[src/rtl/tmr_pkg.sv]
package tmr_pkg;
  localparam int BYTE_W = 8;

  typedef enum logic [1:0] {
    M_13BIT  = 2'd0,
    M_16BIT  = 2'd1,
    M_RELOAD = 2'd2,
    M_SPLIT  = 2'd3
  } tmode_e;

  typedef struct packed {
    logic   gate;
    logic   ext;
    tmode_e mode;
  } tcfg_t;

  localparam logic [2:0] A_CTRL = 3'd0;
  localparam logic [2:0] A_MODE = 3'd1;
  localparam logic [2:0] A_T0L  = 3'd2;
  localparam logic [2:0] A_T0H  = 3'd3;
  localparam logic [2:0] A_T1L  = 3'd4;
  localparam logic [2:0] A_T1H  = 3'd5;

  localparam int B_RUN0  = 4;
  localparam int B_FLAG0 = 5;
  localparam int B_RUN1  = 6;
  localparam int B_FLAG1 = 7;
endpackage

[src/rtl/tmr_prescale.sv]
module tmr_prescale #(
  parameter int DIV = 6
) (
  input  logic clk,
  input  logic rst_n,
  input  logic clk_en,
  output logic tick
);
  localparam int PW = (DIV > 1) ? $clog2(DIV) : 1;
  localparam logic [PW-1:0] LAST = PW'(DIV - 1);

  logic [PW-1:0] pre;

  assign tick = clk_en && (pre == LAST);

  always_ff @(posedge clk or negedge rst_n) begin
    if (!rst_n)      pre <= '0;
    else if (clk_en) pre <= tick ? '0 : pre + 1'b1;
  end

  generate
    if (DIV > 1) begin : g_gap
      assert_tick_gap_R2: assert property (@(posedge clk) disable iff (!rst_n)
        tick |=> !tick);
    end
  endgenerate
endmodule

[src/rtl/tmr_unit.sv]
module tmr_unit import tmr_pkg::*; #(
  parameter bit SPLIT = 1'b1,
  parameter int W     = BYTE_W,
  parameter int M0_LO = 5
) (
  input  logic         clk,
  input  logic         rst_n,
  input  logic         tick,
  input  logic         ev_pin,
  input  logic         gate_pin,
  input  logic         run_bit,
  input  tcfg_t        cfg,
  input  logic         alt_run,
  input  logic         wr_lo,
  input  logic         wr_hi,
  input  logic [W-1:0] wdata,
  output logic [W-1:0] cnt_lo,
  output logic [W-1:0] cnt_hi,
  output logic         ovf_main,
  output logic         ovf_alt
);
  localparam logic [M0_LO-1:0] LO_ONES = '1;

  logic         ev_q;
  logic         fall;
  logic         run;
  logic         step;
  logic         hold;
  logic [W-1:0] lo_n, hi_n;
  logic [2*W:0] sum16;

  always_ff @(posedge clk or negedge rst_n) begin
    if (!rst_n)    ev_q <= 1'b0;
    else if (tick) ev_q <= ev_pin;
  end

  assign fall  = tick && ev_q && !ev_pin;
  assign run   = run_bit && (!cfg.gate || gate_pin);
  assign step  = run && (cfg.ext ? fall : tick);
  assign hold  = wr_lo || wr_hi;
  assign sum16 = {1'b0, cnt_hi, cnt_lo} + 1'b1;

  always_comb begin
    lo_n     = cnt_lo;
    hi_n     = cnt_hi;
    ovf_main = 1'b0;
    ovf_alt  = 1'b0;
    if (!hold) begin
      unique case (cfg.mode)
        M_13BIT: if (step) begin
          if (cnt_lo[M0_LO-1:0] == LO_ONES) begin
            lo_n[M0_LO-1:0] = '0;
            hi_n            = cnt_hi + 1'b1;
            ovf_main        = (cnt_hi == '1);
          end else begin
            lo_n[M0_LO-1:0] = cnt_lo[M0_LO-1:0] + 1'b1;
          end
        end
        M_16BIT: if (step) begin
          {hi_n, lo_n} = sum16[2*W-1:0];
          ovf_main     = sum16[2*W];
        end
        M_RELOAD: if (step) begin
          if (cnt_lo == '1) begin
            lo_n     = cnt_hi;
            ovf_main = 1'b1;
          end else begin
            lo_n = cnt_lo + 1'b1;
          end
        end
        M_SPLIT: if (SPLIT) begin
          if (step) begin
            lo_n     = cnt_lo + 1'b1;
            ovf_main = (cnt_lo == '1);
          end
          if (alt_run && tick) begin
            hi_n    = cnt_hi + 1'b1;
            ovf_alt = (cnt_hi == '1);
          end
        end
      endcase
    end
    if (wr_lo) lo_n = wdata;
    if (wr_hi) hi_n = wdata;
  end

  always_ff @(posedge clk or negedge rst_n) begin
    if (!rst_n) begin
      cnt_lo <= '0;
      cnt_hi <= '0;
    end else begin
      cnt_lo <= lo_n;
      cnt_hi <= hi_n;
    end
  end

  assert_step16_R7: assert property (@(posedge clk) disable iff (!rst_n)
    (cfg.mode == M_16BIT && !hold) |=>
      ({cnt_hi, cnt_lo} == $past({cnt_hi, cnt_lo}) ||
       {cnt_hi, cnt_lo} == $past({cnt_hi, cnt_lo}) + 1'b1));

  assert_reload_R8: assert property (@(posedge clk) disable iff (!rst_n)
    (cfg.mode == M_RELOAD && !hold && ovf_main) |=> (cnt_lo == $past(cnt_hi)));

  assert_idle_R4: assert property (@(posedge clk) disable iff (!rst_n)
    (!run && cfg.mode != M_SPLIT && !hold) |=> $stable({cnt_hi, cnt_lo}));

  generate
    if (!SPLIT) begin : g_frozen
      assert_hold_R11: assert property (@(posedge clk) disable iff (!rst_n)
        (cfg.mode == M_SPLIT && !hold) |=> $stable({cnt_hi, cnt_lo}));
    end
  endgenerate
endmodule

[src/rtl/tmr_pair.sv]
module tmr_pair import tmr_pkg::*; #(
  parameter int DIV = 6
) (
  input  logic       clk,
  input  logic       rst_n,
  input  logic       reg_wr,
  input  logic [2:0] reg_addr,
  input  logic [7:0] reg_wdata,
  output logic [7:0] reg_rdata,
  input  logic       cnt_en,
  input  logic       ev0_pin,
  input  logic       ev1_pin,
  input  logic       gate0_pin,
  input  logic       gate1_pin,
  output logic       irq0,
  output logic       irq1
);
  logic       tick;
  logic       run0, run1, flag0, flag1;
  logic [7:0] mode_q;
  tcfg_t      cfg0, cfg1;
  logic       split;
  logic       wr_ctrl, wr_mode;
  logic [7:0] t0_lo, t0_hi, t1_lo, t1_hi;
  logic       t0_main, t0_alt, t1_main, t1_alt;
  logic       set0, set1;

  assign cfg0    = tcfg_t'(mode_q[3:0]);
  assign cfg1    = tcfg_t'(mode_q[7:4]);
  assign split   = (cfg0.mode == M_SPLIT);
  assign wr_ctrl = reg_wr && (reg_addr == A_CTRL);
  assign wr_mode = reg_wr && (reg_addr == A_MODE);

  tmr_prescale #(.DIV(DIV)) u_pre (
    .clk(clk), .rst_n(rst_n), .clk_en(cnt_en), .tick(tick)
  );

  tmr_unit #(.SPLIT(1'b1)) u_t0 (
    .clk(clk), .rst_n(rst_n), .tick(tick), .ev_pin(ev0_pin),
    .gate_pin(gate0_pin), .run_bit(run0), .cfg(cfg0), .alt_run(run1),
    .wr_lo(reg_wr && reg_addr == A_T0L), .wr_hi(reg_wr && reg_addr == A_T0H),
    .wdata(reg_wdata), .cnt_lo(t0_lo), .cnt_hi(t0_hi),
    .ovf_main(t0_main), .ovf_alt(t0_alt)
  );

  tmr_unit #(.SPLIT(1'b0)) u_t1 (
    .clk(clk), .rst_n(rst_n), .tick(tick), .ev_pin(ev1_pin),
    .gate_pin(gate1_pin), .run_bit(run1), .cfg(cfg1), .alt_run(1'b0),
    .wr_lo(reg_wr && reg_addr == A_T1L), .wr_hi(reg_wr && reg_addr == A_T1H),
    .wdata(reg_wdata), .cnt_lo(t1_lo), .cnt_hi(t1_hi),
    .ovf_main(t1_main), .ovf_alt(t1_alt)
  );

  assign set0 = t0_main;
  assign set1 = split ? t0_alt : (t1_main | t1_alt);

  always_ff @(posedge clk or negedge rst_n) begin
    if (!rst_n) begin
      run0   <= 1'b0;
      run1   <= 1'b0;
      flag0  <= 1'b0;
      flag1  <= 1'b0;
      mode_q <= '0;
    end else begin
      if (wr_ctrl) begin
        run0 <= reg_wdata[B_RUN0];
        run1 <= reg_wdata[B_RUN1];
      end
      flag0 <= set0 | (wr_ctrl ? reg_wdata[B_FLAG0] : flag0);
      flag1 <= set1 | (wr_ctrl ? reg_wdata[B_FLAG1] : flag1);
      if (wr_mode) mode_q <= reg_wdata;
    end
  end

  always_comb begin
    unique case (reg_addr)
      A_CTRL:  reg_rdata = {flag1, run1, flag0, run0, 4'b0000};
      A_MODE:  reg_rdata = mode_q;
      A_T0L:   reg_rdata = t0_lo;
      A_T0H:   reg_rdata = t0_hi;
      A_T1L:   reg_rdata = t1_lo;
      A_T1H:   reg_rdata = t1_hi;
      default: reg_rdata = 8'h00;
    endcase
  end

  assign irq0 = flag0;
  assign irq1 = flag1;

  assert_flag0_wins_R12: assert property (@(posedge clk) disable iff (!rst_n)
    set0 |=> irq0);
  assert_flag1_wins_R12: assert property (@(posedge clk) disable iff (!rst_n)
    set1 |=> irq1);
  assert_split_flag_R10: assert property (@(posedge clk) disable iff (!rst_n)
    (split && !t0_alt && !wr_ctrl && !irq1) |=> !irq1);
endmodule

[config.mk]
export PLATFORM = sky130hd
export DESIGN_NAME = tmr_pair
export DESIGN_NICKNAME = d
export VERILOG_FILES = /design/src/rtl/tmr_pkg.sv /design/src/rtl/tmr_prescale.sv /design/src/rtl/tmr_unit.sv /design/src/rtl/tmr_pair.sv
export SDC_FILE = /design/constraint.sdc
export NUM_CORES = 1
export LEC_CHECK = 0
export BUFFER_PORTS_ARGS = -buffer_cell sky130_fd_sc_hd__buf_2
export CAP_MARGIN = 25
export CORE_ASPECT_RATIO = 0.8
export CORE_MARGIN = 2
export CORE_UTILIZATION = 61
export CTS_CLUSTER_SIZE = 8
export DETAILED_ROUTE_END_ITERATION = 8
export PLACE_DENSITY = 0.81
export SYNTH_ARGS = -nofsm -noshare
export SYNTH_HDL_FRONTEND = slang
export SYNTH_SLANG_ARGS = --single-unit
[constraint.sdc]
create_clock -name clk -period 2.7 [get_ports clk]
set_input_delay 0.135 -clock clk [delete_from_list [all_inputs] [get_ports clk]]
set_output_delay 0.135 -clock clk [all_outputs]
set_load 0.02 [all_outputs]
==> out/qor.csv, run 1 <==
stage;metric;value;unit
worst_setup_path;crit_path_cell_trace;ha_1, nand3_2, inv_1, ha_1, mux2i_1, a2111oi_2, buf_4, o21ai_1, a21o_1, a2bb2oi_1;
worst_setup_path;critPathTopFamily;compound AO/OA/AOI/OAI gates;
drt;drc;0;
yosys;synth_cells;441;
worst_setup_path;max_stage_delay;430;ps
worst_setup_path;slowest_stage;dfrtp_1;
grt;antenna_found_initial;0;
power_and_ir_drop;power.leakage;0.00176;uW
worst_setup_path;crit_type;reg2reg;
worst_setup_path;critical_path.endpoint_type;flip-flop;
yosys;synthArstFlopShare;1.00;
cts;cts_tree;yes;
sta;final_hold_viol_count;0;
worst_setup_path;reg2reg_depth;10;
drt;drt_first_pass_iters;5;
worst_setup_path;required;2880;ps
die;io_pins;29;
yosys;syn-num-nets;477;
drt;finalWirelength;11500;microns
die;row_count;25;
sta;max_freq;392;MHz
placement;globalplace.congestion;1.07;
drt;ant_nets;0;
placement;port_buffers;28;
worst_setup_path;crit_top_cell;ha_1;
grt;overflow;0;
drt;dr.first_iter.drc_count;440;
yosys;synth_edf_count;0;
sta;relSlewSlack;0.563;
finish;final_nets;511;
sta;worstMarginPinSlew;656;ps
cts;cts_sinks;49;
yosys;syn_area_per_cell;8.62;sq um
worst_setup_path;cp_max_fo;7;
sta;slew_viol_final;0;
worst_setup_path;cp.buffers_inverters;2;
cts;cts_root_buf;clkbuf_8;
drt;wl_per_cell;20.6;microns
finish;fin_util;0.703;
yosys;yosysUniqueCellTypes;62;
worst_setup_path;critPathArrivalTime;2740;ps
cts;cts_setup_buffers;0;
run;max_cap_violations;0;
worst_setup_path;cp-start-kind;flip-flop;
cts;clock_latency;310;ps
drt;vias;3845;
yosys;ys_seq_area_frac;0.322;
grt;grt_pass1_vias;3514;
cts;clk_path_buf_depth;2;
finish;drive_above_1_share;0.155;
sta;period_needed;2550;ps
sta;setup_viol;0;
drt;viasPerCell;6.90;
sta;holdWs;60.0;ps
die;start_util;0.636;
yosys;ys_ff_latch;49;
sta;clock_skew;10.1;ps
grt;track_usage;0.350;
power_and_ir_drop;powerDensity;778;nW/um^2
power_and_ir_drop;ir_drop;0.522;mV
die;core;5970;sq um
grt;grt_max_degree;35;
finish;n_antenna_cell;0;
finish;filler_cell_count;488;
die;die_y;74.6;microns
cts;h-tree-depth;2;
die;die-area;6880;sq um
yosys;synth_area;3800;sq um
finish;synthToLayoutAreaGrowth;10.5;%
placement;hpwlAfterDp;8740;microns
sta;postLayoutSetupSlackWorst;146;ps
yosys;ys_warn_count;0;
placement;pre_cts_ws;122;ps
grt;grt_pass1_wl;18500;microns
cts;clk_pin_slew;100;ps
cts;numCtsBuffers;5;
die;fp.dieW;92.3;microns
worst_setup_path;crit_cells;10;
status;outcome;finished clean;
sta;finalCritPeriodShare;0.946;
yosys;dominantRegCellSynth;dfrtp_1;
worst_hold_path;hp-class;in2reg;
worst_hold_path;worstHoldPathCells;2;
power by group:
part	leakage, uW	total [uW]	internal, uW	switching (uW)
clock network	0.0000385	446	184	261
registers	0.000588	1420	987	431
logic	0.00113	1410	634	774
total	0.00176	3270	1800	1470
registers in the layout, summed over array words and instances, names as in the netlist:
register / flops
u_t1.cnt_lo: 8
run0: 1
u_t0.cnt_hi: 8
u_t0.cnt_lo: 8
u_t1.cnt_hi: 8
irq0: 1
u_pre.pre: 3
run1: 1
irq1: 1
mode_q: 8
u_t1.ev_q: 1
u_t0.ev_q: 1
final timing paths:
check | start | endpoint | slack [ps]
min reg2reg | u_t0.ev_q | u_t0.ev_q | 520
min in group asynchronous | rst_n | run0 | 270
max reg2reg | u_t1.cnt_lo[1] | u_t1.cnt_hi[1] | 150
max in group asynchronous | rst_n | u_t1.cnt_lo[0] | 1620
max | u_t1.cnt_lo[1] | u_t1.cnt_hi[1] | 150
min | ev1_pin | u_t1.ev_q | 60
cells by family after synthesis:
kind of cell    synth area share
fa+ha+maj                 0.0559
compound gates             0.257
xor+xnor                  0.0230
flops                      0.322
buf+inv                   0.0385
mux                       0.0813
simple gates               0.222
worst reg2reg max path: cells and delay by family (launching register included):
family	cells	cell delay (ps)
AND/OR/NAND/NOR	1	160
AO/OA/AOI/OAI	4	930
buffers and inverters	2	350
adder cells (fa/ha/maj)	2	460
multiplexers	1	100
flip-flops	1	430
repair_timing:
| action | 4_1_cts | 5_1_grt |
|---|---|---|
| hold buffers | 1 | 0 |
| setup endpoints to repair | 0 | 3 |
| hold endpoints to repair | 15 | 0 |
| gates resized for setup | 0 | 3 |
area by class of cell:
type	instances	area, sq um	share of cell area
Clock inverter	1	7.51	0.00179
Tap cell	81	101	0.0241
Timing Repair Buffer	45	270	0.0643
Multi-Input combinational cell	353	2440	0.581
Inverter	21	78.8	0.0188
Clock buffer	7	76.3	0.0182
Sequential cell	49	1230	0.292
stage by stage:
stage	area (sq um)	power, uW	TNS (ps)	cells
floorplan	3800	2290	0	441
global placement	4100	2720	0	548
detailed placement	4100	2770	0	548
CTS	4200	3210	0	557
global route	4200	3480	-8.57	557
finish	4200	3270	0	557
cell usage after synthesis, drive strengths merged (9+ instances only):
master | count | area, sq um
clkbuf | 14 | 52.6
mux2i | 14 | 140
nand2 | 28 | 105
inv | 21 | 78.8
a21oi | 19 | 95.1
o21ai | 37 | 185
and3 | 9 | 56.3
nor3 | 15 | 75.1
nor2b | 10 | 62.6
mux2 | 9 | 101
nand3 | 14 | 75.1
nor2 | 47 | 176
nand4 | 14 | 93.8
ha | 17 | 213
dfrtp | 49 | 1230
routing by layer:
metal  vias up  global-route usage  part of all wire  wire length [microns]
met5         -                   0                 0                      0
met4         0              0.0995             0.019                    219
met3        25              0.0751              0.11                   1250
met2       237               0.509              0.41                   4730
met1      1836               0.530              0.46                   5290
li1       1747                   -                 -                      -
layout by cell type (no fill, tap or decap), drive strengths merged, types with 7 or more instances in the layout:
cell type	Yosys	layout
a21oi	19	19
a31oi	8	8
and3	9	9
buf	4	44
clkbuf	14	7
dfrtp	49	49
ha	17	17
inv	21	21
mux2	9	9
mux2i	14	14
nand2	28	28
nand3	14	14
nand4	14	14
nor2	47	47
nor2b	10	10
nor3	15	15
o21ai	37	37
o22ai	7	7
o31ai	7	7
xor2	7	7
(Power assumes the default switching activity.)
==> run 2, diff against run 1 <==
Clock period 2.7 ns to 2.45 ns, I/O delays scaled along.
==> out/qor.csv, run 2 (synthesis results as in run 1) <==
stage;metric;value;unit;change
cts;clk_path_buf_depth;2;;unchanged
run;max_cap_violations;0;;unchanged
grt;grt_pass1_vias;3489;;was 3514
finish;synthToLayoutAreaGrowth;14.7;%;was 10.5%
power_and_ir_drop;power_frac_comb;0.448;;was 0.430
power_and_ir_drop;power.leakage;0.00185;uW;was 0.00176 uW
worst_setup_path;rr_startpoint;mode_q[0];;was u_t1.cnt_lo[1]
finish;final_area;4360;sq um;was 4200 sq um
placement;post_dp_cell_area;4210;sq um;was 4100 sq um
die;fp.dieW;92.3;microns;unchanged
sta;setup_viol;0;;unchanged
sta;finalCritPeriodShare;0.952;;was 0.946
worst_setup_path;crit_type;reg2reg;;unchanged
die;row_count;25;;unchanged
cts;clock_latency;310;ps;about the same
grt;track_usage;0.349;;was 0.350
drt;drc;0;;unchanged
power_and_ir_drop;ir_drop;0.529;mV;was 0.522 mV
worst_setup_path;regToRegEndpoint;u_t0.cnt_hi[7];;was u_t1.cnt_hi[1]
finish;drive_above_1_share;0.182;;was 0.155
worst_setup_path;reg2reg_slack;120;ps;was 150 ps
placement;globalplace.congestion;1.05;;was 1.07
worst_setup_path;cp_max_fo;4;;was 7
sta;postLayoutSetupSlackWorst;118;ps;was 146 ps
die;io_pins;29;;unchanged
worst_hold_path;worstHoldPathCells;2;;unchanged
sta;grt_setup_unrepaired;false;;
finish;fin_util;0.730;;was 0.703
grt;grt_max_degree;37;;was 35
power_and_ir_drop;p_seq_frac;0.391;;was 0.433
placement;port_buffers;28;;unchanged
sta;max_freq;429;MHz;was 392 MHz
grt;grt_pass1_wl;18500;microns;about the same
cts;cts_sinks;49;;unchanged
die;start_util;0.636;;unchanged
drt;ant_nets;0;;unchanged
worst_setup_path;crit_path_start;mode_q[0];;was u_t1.cnt_lo[1]
cts;cts_tree;yes;;unchanged
cts;cts_setup_buffers;0;;unchanged
finish;layout_commonest_cell;dfrtp_1;;unchanged
grt;antenna_found_initial;0;;unchanged
sta;worstMarginPinSlew;676;ps;was 656 ps
power_and_ir_drop;powerDensity;885;nW/um^2;was 778 nW/um^2
drt;dr.first_iter.drc_count;428;;was 440
power_and_ir_drop;finalPower;3860;uW;was 3270 uW
finish;n_antenna_cell;0;;unchanged
power_and_ir_drop;power.switching;1670;uW;was 1470 uW
sta;clock_skew;11.5;ps;was 10.1 ps
worst_hold_path;min_from;ev1_pin;;unchanged
worst_setup_path;critical_path.endpoint_type;flip-flop;;unchanged
sta;setup_tns;0;ps;unchanged
power_and_ir_drop;clkPwrFrac;0.161;;was 0.136
drt;drt_first_pass_iters;5;;unchanged
cts;clk_pin_slew;100;ps;about the same
power_and_ir_drop;p_int;2190;uW;was 1800 uW
sta;period_needed;2330;ps;was 2550 ps
worst_setup_path;critPathArrivalTime;2560;ps;was 2740 ps
drt;viasPerCell;6.77;;was 6.90
cts;cts_root_buf;clkbuf_8;;unchanged
placement;hpwlAfterDp;8920;microns;was 8740 microns
sta;final_hold_viol_count;0;;unchanged
status;outcome;finished clean;;unchanged
power_and_ir_drop;p_sw_frac;0.432;;was 0.448
die;die-area;6880;sq um;unchanged
finish;final_nets;525;;was 511
finish;layout_common_cells;49 x dfrtp_1, 47 x nor2_1, 36 x o21ai_0, 30 x buf_4;;was 48 x dfrtp_1, 47 x nor2_1, 35 x o21ai_0, 28 x nand2_1, 28 x buf_2
die;die_y;74.6;microns;unchanged
cts;h-tree-depth;2;;unchanged
drt;vias;3864;;was 3845
placement;pre_cts_ws;75.8;ps;was 122 ps
worst_setup_path;reg2reg_depth;7;;was 10
worst_hold_path;hold_path_end;u_t1.ev_q;;unchanged
worst_hold_path;hp-class;in2reg;;unchanged
die;core;5970;sq um;unchanged
sta;relSlewSlack;0.544;;was 0.563
grt;overflow;0;;unchanged
drt;wl_per_cell;20.6;microns;about the same
sta;slew_viol_final;0;;unchanged
cts;numCtsBuffers;5;;unchanged
drt;finalWirelength;11700;microns;was 11500 microns
worst_setup_path;required;2680;ps;was 2880 ps
worst_setup_path;cp-start-kind;flip-flop;;unchanged
[run 2: cell types whose count changed in the layout (fill, tap and decap cells not counted), sizes merged]
cell    change
bufinv      +1
buf        +14
clkbuf      -1
[run 2: worst max-delay path by stage]
stage	endpoint	slack, ps	cells after the start
2_1_floorplan	u_t1.cnt_hi[3]	60	9
3_3_place_gp	u_t0.cnt_hi[7]	170	7
3_5_place_dp	u_t0.cnt_hi[7]	80	7
4_1_cts	u_t0.cnt_hi[7]	60	7
5_1_grt	u_t1.cnt_hi[3]	20	9
6_report	u_t0.cnt_hi[7]	120	7
[run 2: what timing repair did]
| action | CTS | global route |
|---|---|---|
| hold buffers | 1 | 0 |
| resized for setup | 0 | 3 |
| endpoints found under the setup margin | 0 | 7 |
| hold endpoints to repair | 13 | 0 |
[run 2: worst max-delay path: stages, from the launching register on]
cell	delay (ps)
dfrtp_1	410
inv_1	110
ha_1	300
nor2b_1	180
a2111oi_4	380
o211ai_2	170
or4_1	510
a31oi_1	200
[run 2: stage by stage]
step                instances  hold WS (ps)
global placement          562          24.2
CTS                       571          51.8
global route              571          52.0
floorplan                 441          -173
finish                    571          56.4
detailed placement        562          29.1
[run 2: metal layers]
metal  routed length, microns  vias up  global-route usage
li1                         -     1775                   -
met1                     5500     1821               0.545
met2                     4780      247               0.507
met3                     1300       21              0.0611
met4                      162        0              0.0829
met5                        0        -                   0
[run 2: power by group through the flow]
stage | clock network, uW | registers [uW] | logic, uW
after floorplan | 0 | 1390 | 1140
after global placement | 0 | 1480 | 1630
after detailed placement | 0 | 1490 | 1670
after CTS | 633 | 1480 | 1680
after global routing | 658 | 1540 | 1900
final | 621 | 1510 | 1730
[run 2: final cells by class]
class,instances,area [sq um]
inverter,21,78.8
tap,81,101
multi-input combinational,353,2460
clock inverter,2,37.5
timing repair buffer,59,375
clock buffer,6,82.6
sequential,49,1230
fill,477,1610
